--- config.mk ---
export PLATFORM = sky130hd
export DESIGN_NAME = ptw_walker
export DESIGN_NICKNAME = d
export VERILOG_FILES = /design/src/rtl/ptw_pkg.sv /design/src/rtl/ptw_va_slicer.sv /design/src/rtl/ptw_entry_addr.sv /design/src/rtl/ptw_entry_decode.sv /design/src/rtl/ptw_walker.sv
export SDC_FILE = /design/constraint.sdc
export NUM_CORES = 1
export LEC_CHECK = 0
export ABC_AREA = 0
export BUFFER_PORTS_ARGS = -buffer_cell sky130_fd_sc_hd__buf_4
export CORE_MARGIN = 3
export CORE_UTILIZATION = 40
export DETAILED_ROUTE_END_ITERATION = 12
export MAX_ROUTING_LAYER = met4
export PLACE_DENSITY_LB_ADDON = 0.05
export SLEW_MARGIN = 40
export SYNTH_ARGS = -nofsm -noshare
export SYNTH_HDL_FRONTEND = slang
export SYNTH_SLANG_ARGS = --single-unit
export TNS_END_PERCENT = 50
--- constraint.sdc ---
create_clock -name clk -period 2.7 [get_ports clk]
set_input_delay 0.405 -clock clk [delete_from_list [all_inputs] [get_ports clk]]
set_output_delay 0.405 -clock clk [all_outputs]
set_load 0.05 [all_outputs]
--- src/rtl/ptw_pkg.sv ---
package ptw_pkg;

    localparam int VA_W    = 48;
    localparam int PA_W    = 52;
    localparam int OFF_W   = 12;
    localparam int IDX_W   = 9;
    localparam int LEVELS  = 4;
    localparam int ENTRY_W = 64;

    // Walk controller states
    typedef enum logic [1:0] {
        ST_IDLE  = 2'd0,
        ST_FETCH = 2'd1,
        ST_REPLY = 2'd2
    } walk_state_e;

endpackage

--- src/rtl/ptw_va_slicer.sv ---
// Picks the table index for the current level out of the captured
// virtual address; level 0 is the top-level table.
module ptw_va_slicer #(
    parameter int VA_W   = ptw_pkg::VA_W,
    parameter int OFF_W  = ptw_pkg::OFF_W,
    parameter int IDX_W  = ptw_pkg::IDX_W,
    parameter int LEVELS = ptw_pkg::LEVELS,
    localparam int LVL_W = $clog2(LEVELS)
) (
    input  logic [VA_W-1:0]  vaddr,
    input  logic [LVL_W-1:0] level,
    output logic [IDX_W-1:0] index,
    output logic [OFF_W-1:0] page_off
);

    logic [IDX_W-1:0] idx_by_level [LEVELS];

    generate
        for (genvar g = 0; g < LEVELS; g++) begin : g_slice
            // top level takes the most significant slice
            assign idx_by_level[g] = vaddr[OFF_W + (LEVELS-1-g)*IDX_W +: IDX_W];
        end
    endgenerate

    assign index    = idx_by_level[level];
    assign page_off = vaddr[OFF_W-1:0];

    logic unused_va_hi;
    generate
        if (VA_W > OFF_W + LEVELS*IDX_W) begin : g_hi
            assign unused_va_hi = ^vaddr[VA_W-1:OFF_W + LEVELS*IDX_W];
        end else begin : g_nohi
            assign unused_va_hi = 1'b0;
        end
    endgenerate

endmodule

--- src/rtl/ptw_entry_addr.sv ---
// Forms the byte address of a table entry: frame, index, entry-size zeros.
module ptw_entry_addr #(
    parameter int PA_W    = ptw_pkg::PA_W,
    parameter int OFF_W   = ptw_pkg::OFF_W,
    parameter int IDX_W   = ptw_pkg::IDX_W,
    parameter int ENTRY_W = ptw_pkg::ENTRY_W,
    localparam int FRAME_W = PA_W - OFF_W,
    localparam int ESZ_W   = $clog2(ENTRY_W/8)
) (
    input  logic [FRAME_W-1:0] table_frame,
    input  logic [IDX_W-1:0]   index,
    output logic [PA_W-1:0]    entry_addr
);

    // IDX_W + ESZ_W must equal OFF_W so a table fills one page
    assign entry_addr = {table_frame, index, {ESZ_W{1'b0}}};

endmodule

--- src/rtl/ptw_entry_decode.sv ---
// Splits a table entry into its present flag and frame number.
module ptw_entry_decode #(
    parameter int PA_W    = ptw_pkg::PA_W,
    parameter int OFF_W   = ptw_pkg::OFF_W,
    parameter int ENTRY_W = ptw_pkg::ENTRY_W,
    localparam int FRAME_W = PA_W - OFF_W
) (
    input  logic [ENTRY_W-1:0] entry,
    output logic               present,
    output logic [FRAME_W-1:0] frame
);

    assign present = entry[0];
    assign frame   = entry[OFF_W +: FRAME_W];

    // flag bits 11:1 and bits above the frame carry no meaning here
    logic unused_entry_bits;
    assign unused_entry_bits = ^{entry[ENTRY_W-1:PA_W], entry[OFF_W-1:1]};

endmodule

--- src/rtl/ptw_walker.sv ---
module ptw_walker #(
    parameter int VA_W    = ptw_pkg::VA_W,
    parameter int PA_W    = ptw_pkg::PA_W,
    parameter int OFF_W   = ptw_pkg::OFF_W,
    parameter int IDX_W   = ptw_pkg::IDX_W,
    parameter int LEVELS  = ptw_pkg::LEVELS,
    parameter int ENTRY_W = ptw_pkg::ENTRY_W,
    localparam int FRAME_W = PA_W - OFF_W,
    localparam int LVL_W   = $clog2(LEVELS)
) (
    input  logic               clk,
    input  logic               rst_n,
    input  logic               req_valid,
    output logic               req_ready,
    input  logic [VA_W-1:0]    req_vaddr,
    input  logic [FRAME_W-1:0] req_root_frame,
    output logic               rsp_valid,
    input  logic               rsp_ready,
    output logic               rsp_fault,
    output logic [LVL_W:0]     rsp_fault_level,
    output logic [PA_W-1:0]    rsp_paddr,
    output logic               mem_rd_req,
    output logic [PA_W-1:0]    mem_rd_addr,
    input  logic               mem_rsp_valid,
    input  logic [ENTRY_W-1:0] mem_rsp_data
);

    import ptw_pkg::*;

    localparam logic [LVL_W-1:0] LAST_LVL = LVL_W'(LEVELS-1);

    walk_state_e state_q, state_d;

    logic [VA_W-1:0]    va_q;
    logic [FRAME_W-1:0] frame_q;
    logic [LVL_W-1:0]   lvl_q;
    logic [PA_W-1:0]    paddr_q;
    logic               fault_q;
    logic [LVL_W:0]     fault_lvl_q;

    logic [IDX_W-1:0]   cur_index;
    logic [OFF_W-1:0]   page_off;
    logic               ent_present;
    logic [FRAME_W-1:0] ent_frame;
    logic               last_lvl;
    logic               rsp_take;

    ptw_va_slicer #(
        .VA_W(VA_W), .OFF_W(OFF_W), .IDX_W(IDX_W), .LEVELS(LEVELS)
    ) slicer_i (
        .vaddr(va_q), .level(lvl_q), .index(cur_index), .page_off(page_off)
    );

    ptw_entry_addr #(
        .PA_W(PA_W), .OFF_W(OFF_W), .IDX_W(IDX_W), .ENTRY_W(ENTRY_W)
    ) addr_i (
        .table_frame(frame_q), .index(cur_index), .entry_addr(mem_rd_addr)
    );

    ptw_entry_decode #(
        .PA_W(PA_W), .OFF_W(OFF_W), .ENTRY_W(ENTRY_W)
    ) decode_i (
        .entry(mem_rsp_data), .present(ent_present), .frame(ent_frame)
    );

    assign last_lvl = (lvl_q == LAST_LVL);
    assign rsp_take = (state_q == ST_FETCH) && mem_rsp_valid;

    // state register
    always_ff @(posedge clk) begin
        if (!rst_n) state_q <= ST_IDLE;
        else        state_q <= state_d;
    end

    // transitions
    always_comb begin
        state_d = state_q;
        unique case (state_q)
            ST_IDLE:  if (req_valid) state_d = ST_FETCH;
            ST_FETCH: if (mem_rsp_valid && (!ent_present || last_lvl)) state_d = ST_REPLY;
            ST_REPLY: if (rsp_ready) state_d = ST_IDLE;
            default:  state_d = ST_IDLE;
        endcase
    end

    // walk datapath
    always_ff @(posedge clk) begin
        if (!rst_n) begin
            va_q        <= '0;
            frame_q     <= '0;
            lvl_q       <= '0;
            paddr_q     <= '0;
            fault_q     <= 1'b0;
            fault_lvl_q <= '0;
        end else if (state_q == ST_IDLE && req_valid) begin
            va_q    <= req_vaddr;
            frame_q <= req_root_frame;
            lvl_q   <= '0;
        end else if (rsp_take) begin
            if (!ent_present) begin
                fault_q     <= 1'b1;
                fault_lvl_q <= {1'b0, lvl_q} + (LVL_W+1)'(1);
                paddr_q     <= '0;
            end else if (last_lvl) begin
                fault_q     <= 1'b0;
                fault_lvl_q <= '0;
                paddr_q     <= {ent_frame, page_off};
            end else begin
                frame_q <= ent_frame;
                lvl_q   <= lvl_q + LVL_W'(1);
            end
        end
    end

    // outputs
    always_comb begin
        req_ready       = (state_q == ST_IDLE);
        mem_rd_req      = (state_q == ST_FETCH);
        rsp_valid       = (state_q == ST_REPLY);
        rsp_fault       = fault_q;
        rsp_fault_level = fault_lvl_q;
        rsp_paddr       = paddr_q;
    end


    req_blocked_chk: assert property (@(posedge clk) disable iff (!rst_n)
        (mem_rd_req || rsp_valid) |-> !req_ready);


    rd_hold_chk: assert property (@(posedge clk) disable iff (!rst_n)
        (mem_rd_req && !mem_rsp_valid) |=> (mem_rd_req && $stable(mem_rd_addr)));


    next_frame_chk: assert property (@(posedge clk) disable iff (!rst_n)
        (mem_rd_req && mem_rsp_valid && mem_rsp_data[0] && !last_lvl)
        |=> (mem_rd_req && mem_rd_addr[PA_W-1:OFF_W] == $past(mem_rsp_data[PA_W-1:OFF_W])));


    fault_level_chk: assert property (@(posedge clk) disable iff (!rst_n)
        (rsp_valid && rsp_fault) |->
        (rsp_fault_level != '0 && rsp_fault_level <= (LVL_W+1)'(LEVELS) && rsp_paddr == '0));


    ok_level_chk: assert property (@(posedge clk) disable iff (!rst_n)
        (rsp_valid && !rsp_fault) |-> (rsp_fault_level == '0));


    rsp_hold_chk: assert property (@(posedge clk) disable iff (!rst_n)
        (rsp_valid && !rsp_ready) |=>
        (rsp_valid && $stable(rsp_paddr) && $stable(rsp_fault) && $stable(rsp_fault_level)));

endmodule

* After elaboration in Yosys (flattened, before gate mapping)
Index checks and enable logic that the tools add are counted.
Operators by class: $add $sub $neg 2, order comparisons 1, equal/unequal tests 8, mux-type cells 17, bitwise gates (word level) 4, reduce and logical (&&, ||, !) cells 13
Operator list (count):
- 40-bit 2-to-1 mux | 4
- 52-bit 2-to-1 mux | 2
- 9-bit binary-select mux with 2-bit select | 1
- 9-bit 2-to-1 mux | 2
- 3-bit AND reduction | 4
- 2-bit by 1-bit != test with 1-bit output (second input constant) | 4
- 2-bit 2-to-1 mux | 3
- 3-bit 2-to-1 mux | 2
- 2-bit case mux with 3 select lines | 1
- 2-bit == test (second input constant) | 2
- 2-bit nonzero test | 2
- 2-bit by 1-bit adder with 3-bit output (second input constant) | 1
- 3-bit >= comparator (second input constant) | 1
- 1-bit logical AND | 3
- 1-bit inverter | 3
- 2-bit inverter with 3-bit output | 1
- 2-bit by 1-bit adder with 2-bit output (second input constant) | 1
- 2-bit by 1-bit == test with 1-bit output (second input constant) | 1
- 2-bit zero test | 1
- 1-bit 2-to-1 mux | 2
- 2-bit != test (second input constant) | 1
- 2-bit OR reduction | 1
- 1-bit zero test | 1
- 1-bit logical OR | 1
Storage, ports and cells: register bits 148, input bits 157, output and inout port bits 111, word-level logic and storage cells 52

* Logic depth before layout (Yosys ltp)
Gate-level depths: netlist (run 1).
depth after elaboration 5, gate-level depth with buffers 7, mapped depth without buffers 4

* Cells and area by module
From an unflattened synthesis (run 1), not the netlist that was laid out.
Unflattened totals: cells, all modules 889, area, all modules 7372.1 µm²
By module, submodules not included:
- ptw_walker | instances 1, cells an instance 772, area an instance 6361.1 µm², seq. area each 2962.8 µm²
- ptw_entry_addr | instances 1, cells an instance 53, area an instance 394.1 µm², seq. area each 0.0 µm²
- ptw_va_slicer | instances 1, cells an instance 23, area an instance 309.0 µm², seq. area each 0.0 µm²
- ptw_entry_decode | instances 1, cells an instance 41, area an instance 307.8 µm², seq. area each 0.0 µm²

* Worst setup path after synthesis (run 1)
OpenSTA, ideal clock, no wires.
kind register to output, start reg lvl_q[1], end out mem_rd_addr[11], data arrival time 1.350 ns, data required time 2.295 ns, setup slack 0.945 ns, cell stages (with the launch flop) 3, buffers on the path 1, cell sequence dfxtp_1 > clkbuf_1 > mux4_2
Between the ends: cells in the longest elaborated chain, start to end 4
RTL lines:
- from (decl) | line ptw_walker.sv:36 | logic [LVL_W-1:0] lvl_q;
- from (signal assigned) | line ptw_walker.sv:110 | lvl_q <= lvl_q + LVL_W'(1);
- 2-bit inverter with 3-bit output (not written as such) | line ptw_va_slicer.sv:25 | assign index = idx_by_level[level];
- 9-bit binary-select mux with 2-bit select | line ptw_va_slicer.sv:25
- 9-bit 2-to-1 mux (not written as such) (2 in a row) | line ptw_va_slicer.sv:25
- to (decl) | line ptw_walker.sv:23 | output logic [PA_W-1:0] mem_rd_addr,
No other way between the ends. The select of a mux whose other input is x is not followed.

* Final worst setup path (run 1)
start reg lvl_q[0], end out mem_rd_addr[8]
Same word-level chain as after synthesis.

==> results of run 1 <==
-- power groups by stage --
stage	sequential (W)	combinational [W]	clock [W]
after floorplan	0.00265	0.000485	0
after CTS	0.00237	0.00113	0.00250
after detailed placement	0.00241	0.00113	0
final	0.00237	0.00112	0.00245
after global placement	0.00241	0.00111	0
after global routing	0.00238	0.00120	0.00259
-- kinds of logic (layout without fill, tap and decap cells) --
kind of cell,count (synthesis),in the layout,share of synthesized area
buf+inv,88,294,0.06948
simple gates,261,261,0.1920
mux,48,48,0.09173
other cells,1,3,0.0005801
compound gates,210,210,0.1860
flops,148,148,0.4583
fa+ha+maj,1,1,0.001935
-- cell type report --
cell class	instances	area (um^2)	share of cell area
Timing Repair Buffer	259	2007	0.2241
Sequential cell	148	2963	0.3309
Clock inverter	12	151.4	0.01691
Inverter	3	13.76	0.001537
Clock buffer	20	466.7	0.05212
Multi-Input combinational cell	523	3088	0.3449
Tap cell	211	264.0	0.02949
-- how the worst max path moves through the flow --
stage,depth (start not counted),slack [ns],end
2_1_floorplan,2,0.94,mem_rd_addr[11]
3_3_place_gp,5,0.75,frame_q[33]
3_5_place_dp,6,0.67,frame_q[16]
4_1_cts,3,0.50,mem_rd_addr[8]
5_1_grt,3,0.45,mem_rd_addr[8]
6_report,3,0.52,mem_rd_addr[8]
-- cells in the final DEF, fill, tap and decap left out, drive strengths merged --
| cell | Yosys | layout |
|---|---|---|
| clkbuf | 48 | 20 |
| a21oi | 108 | 108 |
| a31oi | 1 | 1 |
| nor2b | 2 | 2 |
| mux4 | 9 | 9 |
| or4 | 52 | 52 |
| nor3 | 1 | 1 |
| ha | 1 | 1 |
| or3b | 1 | 1 |
| nor3b | 1 | 1 |
| and2b | 1 | 1 |
| nor2 | 41 | 41 |
| o22ai | 1 | 1 |
| a22oi | 1 | 1 |
| nand3b | 2 | 2 |
| buf | 37 | 259 |
| a221oi | 39 | 39 |
| inv | 3 | 5 |
| nand3 | 2 | 2 |
| bufinv | 0 | 3 |
| mux2i | 39 | 39 |
| nand4b | 1 | 1 |
| and3b | 1 | 1 |
| conb | 1 | 3 |
| nand2 | 152 | 152 |
| nand2b | 2 | 2 |
| dfxtp | 148 | 148 |
| or3 | 2 | 2 |
| o21ai | 60 | 60 |
| clkinv | 0 | 5 |
| clkinvlp | 0 | 2 |
-- state kept, by name, summed over array words and instances (netlist names) --
name,flops
rsp_paddr,52
rsp_fault_level,3
rsp_fault,1
state_q,2
va_q,48
frame_q,40
lvl_q,2
-- per-stage QoR --
stage / instance area, um^2 / total power (W) / cells / hold slack [ns] / setup WS [ns]
2_1_floorplan: 6472 / 0.003135 / 759 / 0.4331 / 0.9445
3_3_place_gp: 8335 / 0.003523 / 1144 / 0.4398 / 0.7524
3_5_place_dp: 8335 / 0.003543 / 1144 / 0.4450 / 0.6668
4_1_cts: 8954 / 0.005993 / 1176 / 0.2155 / 0.4970
5_1_grt: 8954 / 0.006174 / 1176 / 0.2243 / 0.4488
6_report: 8954 / 0.005945 / 1176 / 0.2286 / 0.5236
-- layer usage --
metal / vias to the layer above / GRT usage / wire, um
met5: - / - / 0
met4: 0 / 0.07086 / 309
met3: 23 / 0.05325 / 1328
met2: 225 / 0.3623 / 9694
met1: 2977 / 0.2712 / 8196
li1: 3077 / - / -
-- worst min-delay path, stage by stage --
cell and delay (ns):
buf_4 0.11, nand2_1 0.04, a21oi_1 0.05
==> run_results.csv, run 1 <==
group,metric,value,unit
outcome,outcome,"finished clean",
yosys,ys_ff_latch,148,
global_routing,grt_overflow,0,
critical_path,crit_start,"lvl_q[0]",
critical_path,critPathMaxFanout,12,
timing,hold_viol,0,
route,drc,0,
timing,rsz0062_at_grt,"false",
power,peakVddDrop,0.0004859,V
critical_path,crit_top_cell,"buf_4",
timing,setup_violations,0,
yosys,netlist_top_cells_area,"dfxtp_1 46%, nand2_1 8.8%, a21oi_1 8.4%",
global_routing,grt_start_max_net_pins,113,
global_routing,grt_pass1_wl,31090,um
worst_hold_path,hold_path_startpoint,"req_vaddr[21]",
clock_network,clock-sinks,148,
clock_network,cts_buffers,17,
global_routing,antenna_found_initial,0,
power,power.density,664.0,nW/um^2
yosys,ys_warn_count,0,
global_routing,grt_pass1_vias,6029,
power,seq_power_share,0.398,
critical_path,max_stage_delay,0.55,ns
route,vias,6302,
yosys,synth_top_area_cell,"dfxtp_1",
timing,relSlewSlack,0.5686,
route,dr.pass1.iters,5,
timing,finalCriticalPeriod,2.176,ns
clock_network,cts_hold_buf,0,
floorplan,rows,45,
critical_path,r2r_cells,4,
clock_network,cts_tree,"built",
yosys,synth_top_area_share,0.4583,
layout,nets,1110,
timing,tns,0,ns
worst_hold_path,min_to,"va_q[21]",
floorplan,initial_core_util,0.4175,
critical_path,timing.rr.end,"frame_q[30]",
yosys,postSynth.asyncResetShare,0,
clock_network,clock_latency,0.42,ns
power,switchingPower,0.001700,W
route,viasPerCell,5.359,
layout,n_fill_cell,1420,
clock_network,cts.htree.levels,4,
yosys,syn_area,6465,um^2
route,drt_iter0_markers,430,
critical_path,crit_family,"multiplexers",
critical_path,crit_path_start_kind,"flip-flop",
yosys,avgSynthCellArea,8.540,um^2
yosys,yosysMostFrequentCell,"nand2_1",
critical_path,worstSetupPathType,"reg2out",
floorplan,die_y,133.1,um
timing,fin_skew,0.005105,ns
yosys,yosysUniqueCellTypes,33,
yosys,synth_edf_count,0,
critical_path,crit_required,2.30,ns
route,routed_wirelength,19530,um
floorplan,fp.dieArea,17720,um^2
power,pwr-share-clk,0.413,
layout,layout-drive-gt1-share,0.3171,
clock_network,cts_root_buf,"clkbuf_16",
floorplan,core-area,15480,um^2
clock_network,clkSlewWorstSetupHoldPaths,0.06,ns
worst_hold_path,holdPathStages,3,
power,p_int,0.004245,W
place,dpl.hpwl,13230,um
worst_hold_path,worst_hold_path_type,"in2reg",
yosys,seq_area_frac_synth,0.4583,
route,drtAntennaViolNets,0,
power,pwr-share-comb,0.189,
critical_path,arrival,1.77,ns
layout,area_delta_synth_final,38.49,%
layout,n_antenna_cell,0,
power,leakagePower,3.828,nW
critical_path,crit_path_end_kind,"primary output",
yosys,synth-main-ff-cell,"dfxtp_1",
critical_path,path_buf_inv,2,
timing,period_share,0.8061,
place,place_congestion,0.7960,
layout,fin_util,0.5783,
timing,fmax,459.5,MHz
global_routing,track_usage,0.2214,
flow_run,max_cap_violations,0,
floorplan,die_w,133.1,um
critical_path,reg2reg_from,"state_q[1]",
clock_network,cts_setup_buffers,0,
critical_path,crit_chain,"buf_4 -> mux4_2 -> buf_4",
critical_path,regToRegSetupSlack,0.71,ns
yosys,syn_inst,757,
timing,tightest_slew,0.6471,ns
clock_network,clockBufferDepth,2,
clock_network,cts-resized-gates,0,
place,port_buffers,241,
timing,drv_slew,0,
critical_path,worst_path_max_delay_cell,"mux4_2",
power,swShare,0.2859,
floorplan,boundaryPins,268,
yosys,synth.top_cells.by_count,"152 x nand2_1, 148 x dfxtp_1, 108 x a21oi_1",
route,wl_per_cell,16.61,um
No activity file was read; power rests on OpenSTA's default activity.
==> inputs of run 2 (changes only) <==
--- a/config.mk
+++ b/config.mk
@@ -5,7 +5,7 @@
 export SDC_FILE = /design/constraint.sdc
 export NUM_CORES = 1
 export LEC_CHECK = 0
-export ABC_AREA = 0
+export ABC_AREA = 1
 export BUFFER_PORTS_ARGS = -buffer_cell sky130_fd_sc_hd__buf_4
 export CORE_MARGIN = 3
 export CORE_UTILIZATION = 40
==> constraint.sdc (replaced) <==
create_clock -name clk -period 2.25 [get_ports clk]
set_input_delay 0.3375 -clock clk [delete_from_list [all_inputs] [get_ports clk]]
set_output_delay 0.3375 -clock clk [all_outputs]
set_load 0.05 [all_outputs]
==> run 2 against run 1 <==
  * Setup slack lost 0.33 ns
  * Clock power up 8.2%
  * Synthesized cell count is 13% higher
  * Non-clock buffer count down 6
  * Largest power group is now registers
  * Via count is 0.76% higher
  * Area after synthesis down 3.2%
  * Routed wire length is 1.4% higher
  * Sequential cell count is the same
  * Combinational power up 13%
==> run_results.csv, run 2 <==
group,metric,value,unit
outcome,outcome,"finished clean",
route,routed_wirelength,19800,um
critical_path,arrival,1.72,ns
route,vias,6350,
global_routing,grt_start_max_net_pins,111,
layout,fin_util,0.5658,
route,dr_wl_met3,1244,um
floorplan,boundaryPins,268,
route,drtAntennaViolNets,0,
critical_path,worst_path_max_delay_cell,"dfxtp_1",
global_routing,grt_pass1_wl,29570,um
layout,layout_commonest_cell,"buf_4",
global_routing,antenna_found_initial,0,
floorplan,die_y,131.1,um
yosys,synth.top_cells.by_count,"210 x nand2_1, 148 x dfxtp_1, 125 x nand3_1",
critical_path,crit_path_end_kind,"primary output",
yosys,synth_top_area_cell,"dfxtp_1",
timing,hold_viol,0,
floorplan,rows,45,
layout,layout_common_cells,"249 x buf_4, 210 x nand2_1, 148 x dfxtp_1",
yosys,avgSynthCellArea,7.293,um^2
yosys,ys_warn_count,0,
route,top_layer,"met4",
floorplan,core-area,15260,um^2
timing,relSlewSlack,0.5300,
critical_path,path_buf_inv,3,
global_routing,track_usage,0.2254,
timing,fmax,486.6,MHz
floorplan,initial_core_util,0.4101,
worst_hold_path,worst_hold_path_type,"in2reg",
yosys,yosysUniqueCellTypes,21,
layout,area_delta_synth_final,37.97,%
timing,setup_violations,0,
global_routing,grt_pass1_vias,5613,
clock_network,cts_buffers,17,
power,total_power,0.006761,W
route,wl_per_cell,15.47,um
route,viasPerCell,4.961,
route,dr_wl_met2,9669,um
layout,n_fill_cell,1542,
route,wl_met1,8553,um
place,dpl.hpwl,12650,um
yosys,ys_ff_latch,148,
power,leakagePower,3.785,nW
layout,nets,1214,
power,peakVddDrop,0.0005072,V
timing,rsz0062_at_grt,"false",
critical_path,crit_required,1.91,ns
critical_path,crit_chain,"buf_6 -> clkinvlp_4 -> nor2_1 -> o22ai_1 -> buf_4",
yosys,postSynth.asyncResetShare,0,
layout,largest_reg_flops,52,
yosys,synth_edf_count,0,
place,port_buffers,241,
yosys,syn_inst,858,
timing,tightest_slew,0.7050,ns
critical_path,max_stage_delay,0.35,ns
yosys,yosysMostFrequentCell,"nand2_1",
global_routing,grt_overflow,0,
timing,drv_slew,0,
yosys,synth-main-ff-cell,"dfxtp_1",
clock_network,cts_root_buf,"clkbuf_16",
critical_path,crit_family,"buffers and inverters",
critical_path,critPathMaxFanout,22,
power,power.density,783.2,nW/um^2
yosys,synth_top_area_share,0.4735,
clock_network,cts_tree,"built",
layout,layout-drive-gt1-share,0.2891,
clock_network,clock-sinks,148,
place,place_congestion,0.8188,
clock_network,clock_latency,0.42,ns
yosys,netlist_top_cells_area,"dfxtp_1 47%, nand2_1 13%, nand3_1 10%",
critical_path,worstSetupPathType,"reg2out",
clock_network,cts.htree.levels,4,
floorplan,die_w,131.1,um
timing,finalCriticalPeriod,2.055,ns
timing,tns,0,ns
yosys,syn_area,6257,um^2
route,dr.pass1.iters,5,
floorplan,fp.dieArea,17180,um^2
yosys,seq_area_frac_synth,0.4735,
clock_network,clockBufferDepth,2,
timing,period_share,0.9134,
critical_path,crit_path_start_kind,"flip-flop",
layout,n_antenna_cell,0,
route,drc,0,
route,drt_iter0_markers,318,
clock_network,clkSlewWorstSetupHoldPaths,0.06,ns
flow_run,max_cap_violations,0,
timing,fin_skew,0.006856,ns
run 2: changes by cell type after synthesis, moves of 9 or more:
cell	change
mux4_2	-9
nor2_1	+50
mux2i_1	-39
nand2_1	+58
nand3_2	+12
clkbuf_1	-19
nand3_1	+123
a221oi_1	-39
or4_1	-52
buf_2	+14
run 2: worst paths after layout:
check	startpoint	to	slack [ns]	depth (start not counted)
hold reg to reg	rsp_fault	rsp_fault	0.46	2
hold / removal	req_vaddr[27]	va_q[27]	0.17	3
setup reg to reg	state_q[0]	va_q[35]	0.39	5
setup / recovery	lvl_q[0]	mem_rd_addr[11]	0.19	5
run 2: metal layers:
metal / global-route usage / up-vias
met5: - / -
met4: 0.07502 / 0
met3: 0.05024 / 23
met2: 0.3578 / 187
met1: 0.2854 / 2899
li1: - / 3241
run 2: timing repair:
action | CTS | global route
setup buffers | 0 | 2
gates cloned | 1 | 1
resized for setup | 2 | 2
endpoints found under the setup margin | 8 | 3
hold buffers | 0 | 0
endpoints found under the hold margin | 0 | 0
run 2: report_power, final:
group | internal, W | leakage [nW] | switching (W)
clock network | 0.00149 | 0.264 | 0.00116
logic | 0.000440 | 2.31 | 0.000832
registers | 0.00277 | 1.21 | 0.0000765
run 2: through the flow:
stage               hold slack (ns)  cell area, um^2  setup WS [ns]  cells
CTS                          0.1515             8606        0.09862   1277
global placement             0.4529             8038         0.3589   1244
global route                 0.1562             8633        0.05670   1280
finish                       0.1664             8633         0.1948   1280
detailed placement           0.4562             8040         0.3937   1244
floorplan                    0.4446             6265         0.2051    860
run 2: final cells by class:
type | count | area, um^2 | share of cell area
clock buffer | 20 | 456.7 | 0.05290
sequential | 148 | 2963 | 0.3432
timing repair inverter | 2 | 15.01 | 0.001739
multi-input combinational | 623 | 2846 | 0.3297
tap | 211 | 264.0 | 0.03058
timing repair buffer | 253 | 1941 | 0.2248
clock inverter | 12 | 97.59 | 0.01130
inverter | 11 | 50.05 | 0.005797
run 2: logic make-up after synthesis:
group                    count (synthesis)  synth area share
buffers and inverters                   89           0.07278
flip-flops                             148            0.4735
adder cells (fa/ha/maj)                  1          0.001999
AND/OR/NAND/NOR                        443            0.3079
AO/OA/AOI/OAI                          176            0.1432
other                                    1         0.0005993
run 2: tightest hold or removal path: stages:
cell,delay [ns]
buf_4,0.07
o21ai_0,0.07
nor2_1,0.07
==> inputs of run 3 (changes only) <==
--- a/config.mk
+++ b/config.mk
@@ -7,6 +7,7 @@
 export LEC_CHECK = 0
 export ABC_AREA = 1
 export BUFFER_PORTS_ARGS = -buffer_cell sky130_fd_sc_hd__buf_4
+export CORE_ASPECT_RATIO = 0.9
 export CORE_MARGIN = 3
 export CORE_UTILIZATION = 40
 export DETAILED_ROUTE_END_ITERATION = 12
==> run 3 against run 2 <==
  * Setup slack worse by 0.056 ns
  * Via count up 1.2%
  * Non-clock buffer count up 4
  * Register-to-register slack better by 0.03 ns
  * Sequential share of layout area down 0.19 points
  * Hold slack better by 0.0031 ns
  * Cell count down 1.0%
  * Total power up 1.1%
  * Die area about the same
  * Largest cell class unchanged
  * Highest routed layer unchanged
  * Core utilization up 1.2 points
  * First-iteration DRC count up 23%
  * Global-route usage up 0.80 points
==> run_results.csv, run 3 (synthesized netlist as in run 2, its figures left out) <==
group,metric,value,unit
critical_path,regToRegSetupSlack,0.42,ns
power,peakVddDrop,0.0005488,V
global_routing,grt_overflow,0,
clock_network,clock_latency,0.42,ns
timing,setup_violations,0,
floorplan,boundaryPins,268,
power,leakagePower,3.817,nW
route,drc,0,
clock_network,clockBufferDepth,2,
floorplan,core-area,15030,um^2
critical_path,crit_path_start_kind,"flip-flop",
timing,tightest_slew,0.5847,ns
layout,layout_commonest_cell,"buf_4",
layout,ff_latch_area,2963,um^2
critical_path,r2r_cells,7,
clock_network,cts.htree.levels,4,
timing,drv_slew,0,
route,viasPerCell,5.070,
power,swShare,0.2982,
place,port_buffers,241,
route,routed_wirelength,20170,um
layout,n_fill_cell,1500,
power,pwr-share-clk,0.394,
global_routing,grt_pass1_vias,5866,
timing,period_share,0.9384,
critical_path,worstSetupPathType,"reg2out",
critical_path,crit_required,1.91,ns
power,p_int,0.004800,W
route,dr.pass1.iters,5,
global_routing,track_usage,0.2334,
timing,rsz0062_at_grt,"false",
worst_hold_path,worst_hold_path_type,"in2reg",
timing,fin_skew,0.009036,ns
route,wl_per_cell,15.92,um
route,drtAntennaViolNets,0,
layout,final_cells,1267,
timing,tns,0,ns
critical_path,critPathMaxFanout,20,
floorplan,die_y,124.7,um
layout,layout-drive-gt1-share,0.2891,
layout,area_delta_synth_final,38.73,%
floorplan,rows,42,
critical_path,crit_start,"lvl_q[0]",
power,power.density,787.8,nW/um^2
floorplan,fp.dieArea,17180,um^2
floorplan,die_w,137.8,um
place,place_congestion,0.8325,
route,drt_iter0_markers,392,
global_routing,grt_start_max_net_pins,111,
place,dpl.hpwl,13460,um
power,switchingPower,0.002039,W
place,dp_cells,1237,
critical_path,arrival,1.77,ns
clock_network,clkSlewWorstSetupHoldPaths,0.06,ns
layout,layout_common_cells,"250 x buf_4, 210 x nand2_1, 148 x dfxtp_1",
clock_network,cts_tree,"built",
clock_network,clock-sinks,148,
worst_hold_path,holdPathStages,3,
layout,n_antenna_cell,0,
clock_network,cts_root_buf,"clkbuf_16",
power,pwr-share-comb,0.190,
worst_hold_path,hold_path_startpoint,"req_vaddr[46]",
clock_network,cts_hold_buf,0,
critical_path,crit_path_end_kind,"primary output",
timing,relSlewSlack,0.6098,
power,seq_power_share,0.416,
timing,fmax,473.6,MHz
clock_network,cts_setup_buffers,0,
layout,multiInputGateArea,2854,um^2
layout,largest_reg_flops,52,
route,vias,6424,
clock_network,cts-resized-gates,0,
critical_path,reg2reg_from,"lvl_q[1]",
global_routing,grt_pass1_wl,31150,um
flow_run,max_cap_violations,0,
timing,hold_viol,0,
layout,nets,1216,
outcome,outcome,"finished clean",
floorplan,initial_core_util,0.4163,
timing,finalCriticalPeriod,2.111,ns
global_routing,antenna_found_initial,0,
clock_network,cts_buffers,17,
-- run 3: cell types whose count changed in the layout (fill, tap and decap cells not counted), sizes merged --
cell | before | now
clkinv | 7 | 3
inv | 12 | 13
clkinvlp | 6 | 5
clkbuf | 20 | 19
bufinv | 0 | 1
buf | 253 | 257
-- run 3: power groups by stage --
stage | Clock [W] | Sequential (W) | Combinational, W
after floorplan | 0 | 0.00313 | 0.000588
after global placement | 0 | 0.00290 | 0.00130
after detailed placement | 0 | 0.00290 | 0.00130
after CTS | 0.00274 | 0.00285 | 0.00131
after global routing | 0.00285 | 0.00286 | 0.00141
final | 0.00269 | 0.00285 | 0.00130
-- run 3: through the flow --
step / setup slack, ns / total power (W) / util / hold WS (ns) / instance area [um^2]
after floorplan: 0.2051 / 0.003714 / - / 0.4446 / 6265
after global placement: 0.4795 / 0.004200 / 0.5405 / 0.4515 / 8124
after detailed placement: 0.4350 / 0.004206 / 0.5405 / 0.4555 / 8124
after CTS: 0.09926 / 0.006894 / 0.5776 / 0.1500 / 8681
after global routing: 0.003413 / 0.007123 / 0.5776 / 0.1644 / 8681
final: 0.1386 / 0.006839 / 0.5776 / 0.1695 / 8681
-- run 3: final timing paths --
kind | end
min | va_q[46]
min reg2reg | rsp_paddr[44]
max | mem_rd_addr[5]
max reg2reg | frame_q[12]
-- run 3: area by class of cell --
type                            instances  share of cell area
Sequential cell                       148              0.3413
Inverter                               11            0.004901
Clock inverter                         11             0.01196
Tap cell                              198             0.02854
Timing Repair Buffer                  257              0.2323
Multi-Input combinational cell        623              0.3288
Clock buffer                           19             0.05218
-- run 3: critical path, cell delays in order (launching register included) --
cell	delay, ns
dfxtp_1	0.33
inv_1	0.44
o21ai_0	0.16
o22ai_1	0.19
buf_4	0.24
-- run 3: routing by layer --
| layer | vias up | GRT usage | part of all wire |
|---|---|---|---|
| li1 | 3240 | - | - |
| met1 | 2949 | 0.3201 | 0.45 |
| met2 | 220 | 0.3312 | 0.44 |
| met3 | 15 | 0.07229 | 0.092 |
| met4 | 0 | 0.06798 | 0.011 |
| met5 | - | - | 0 |
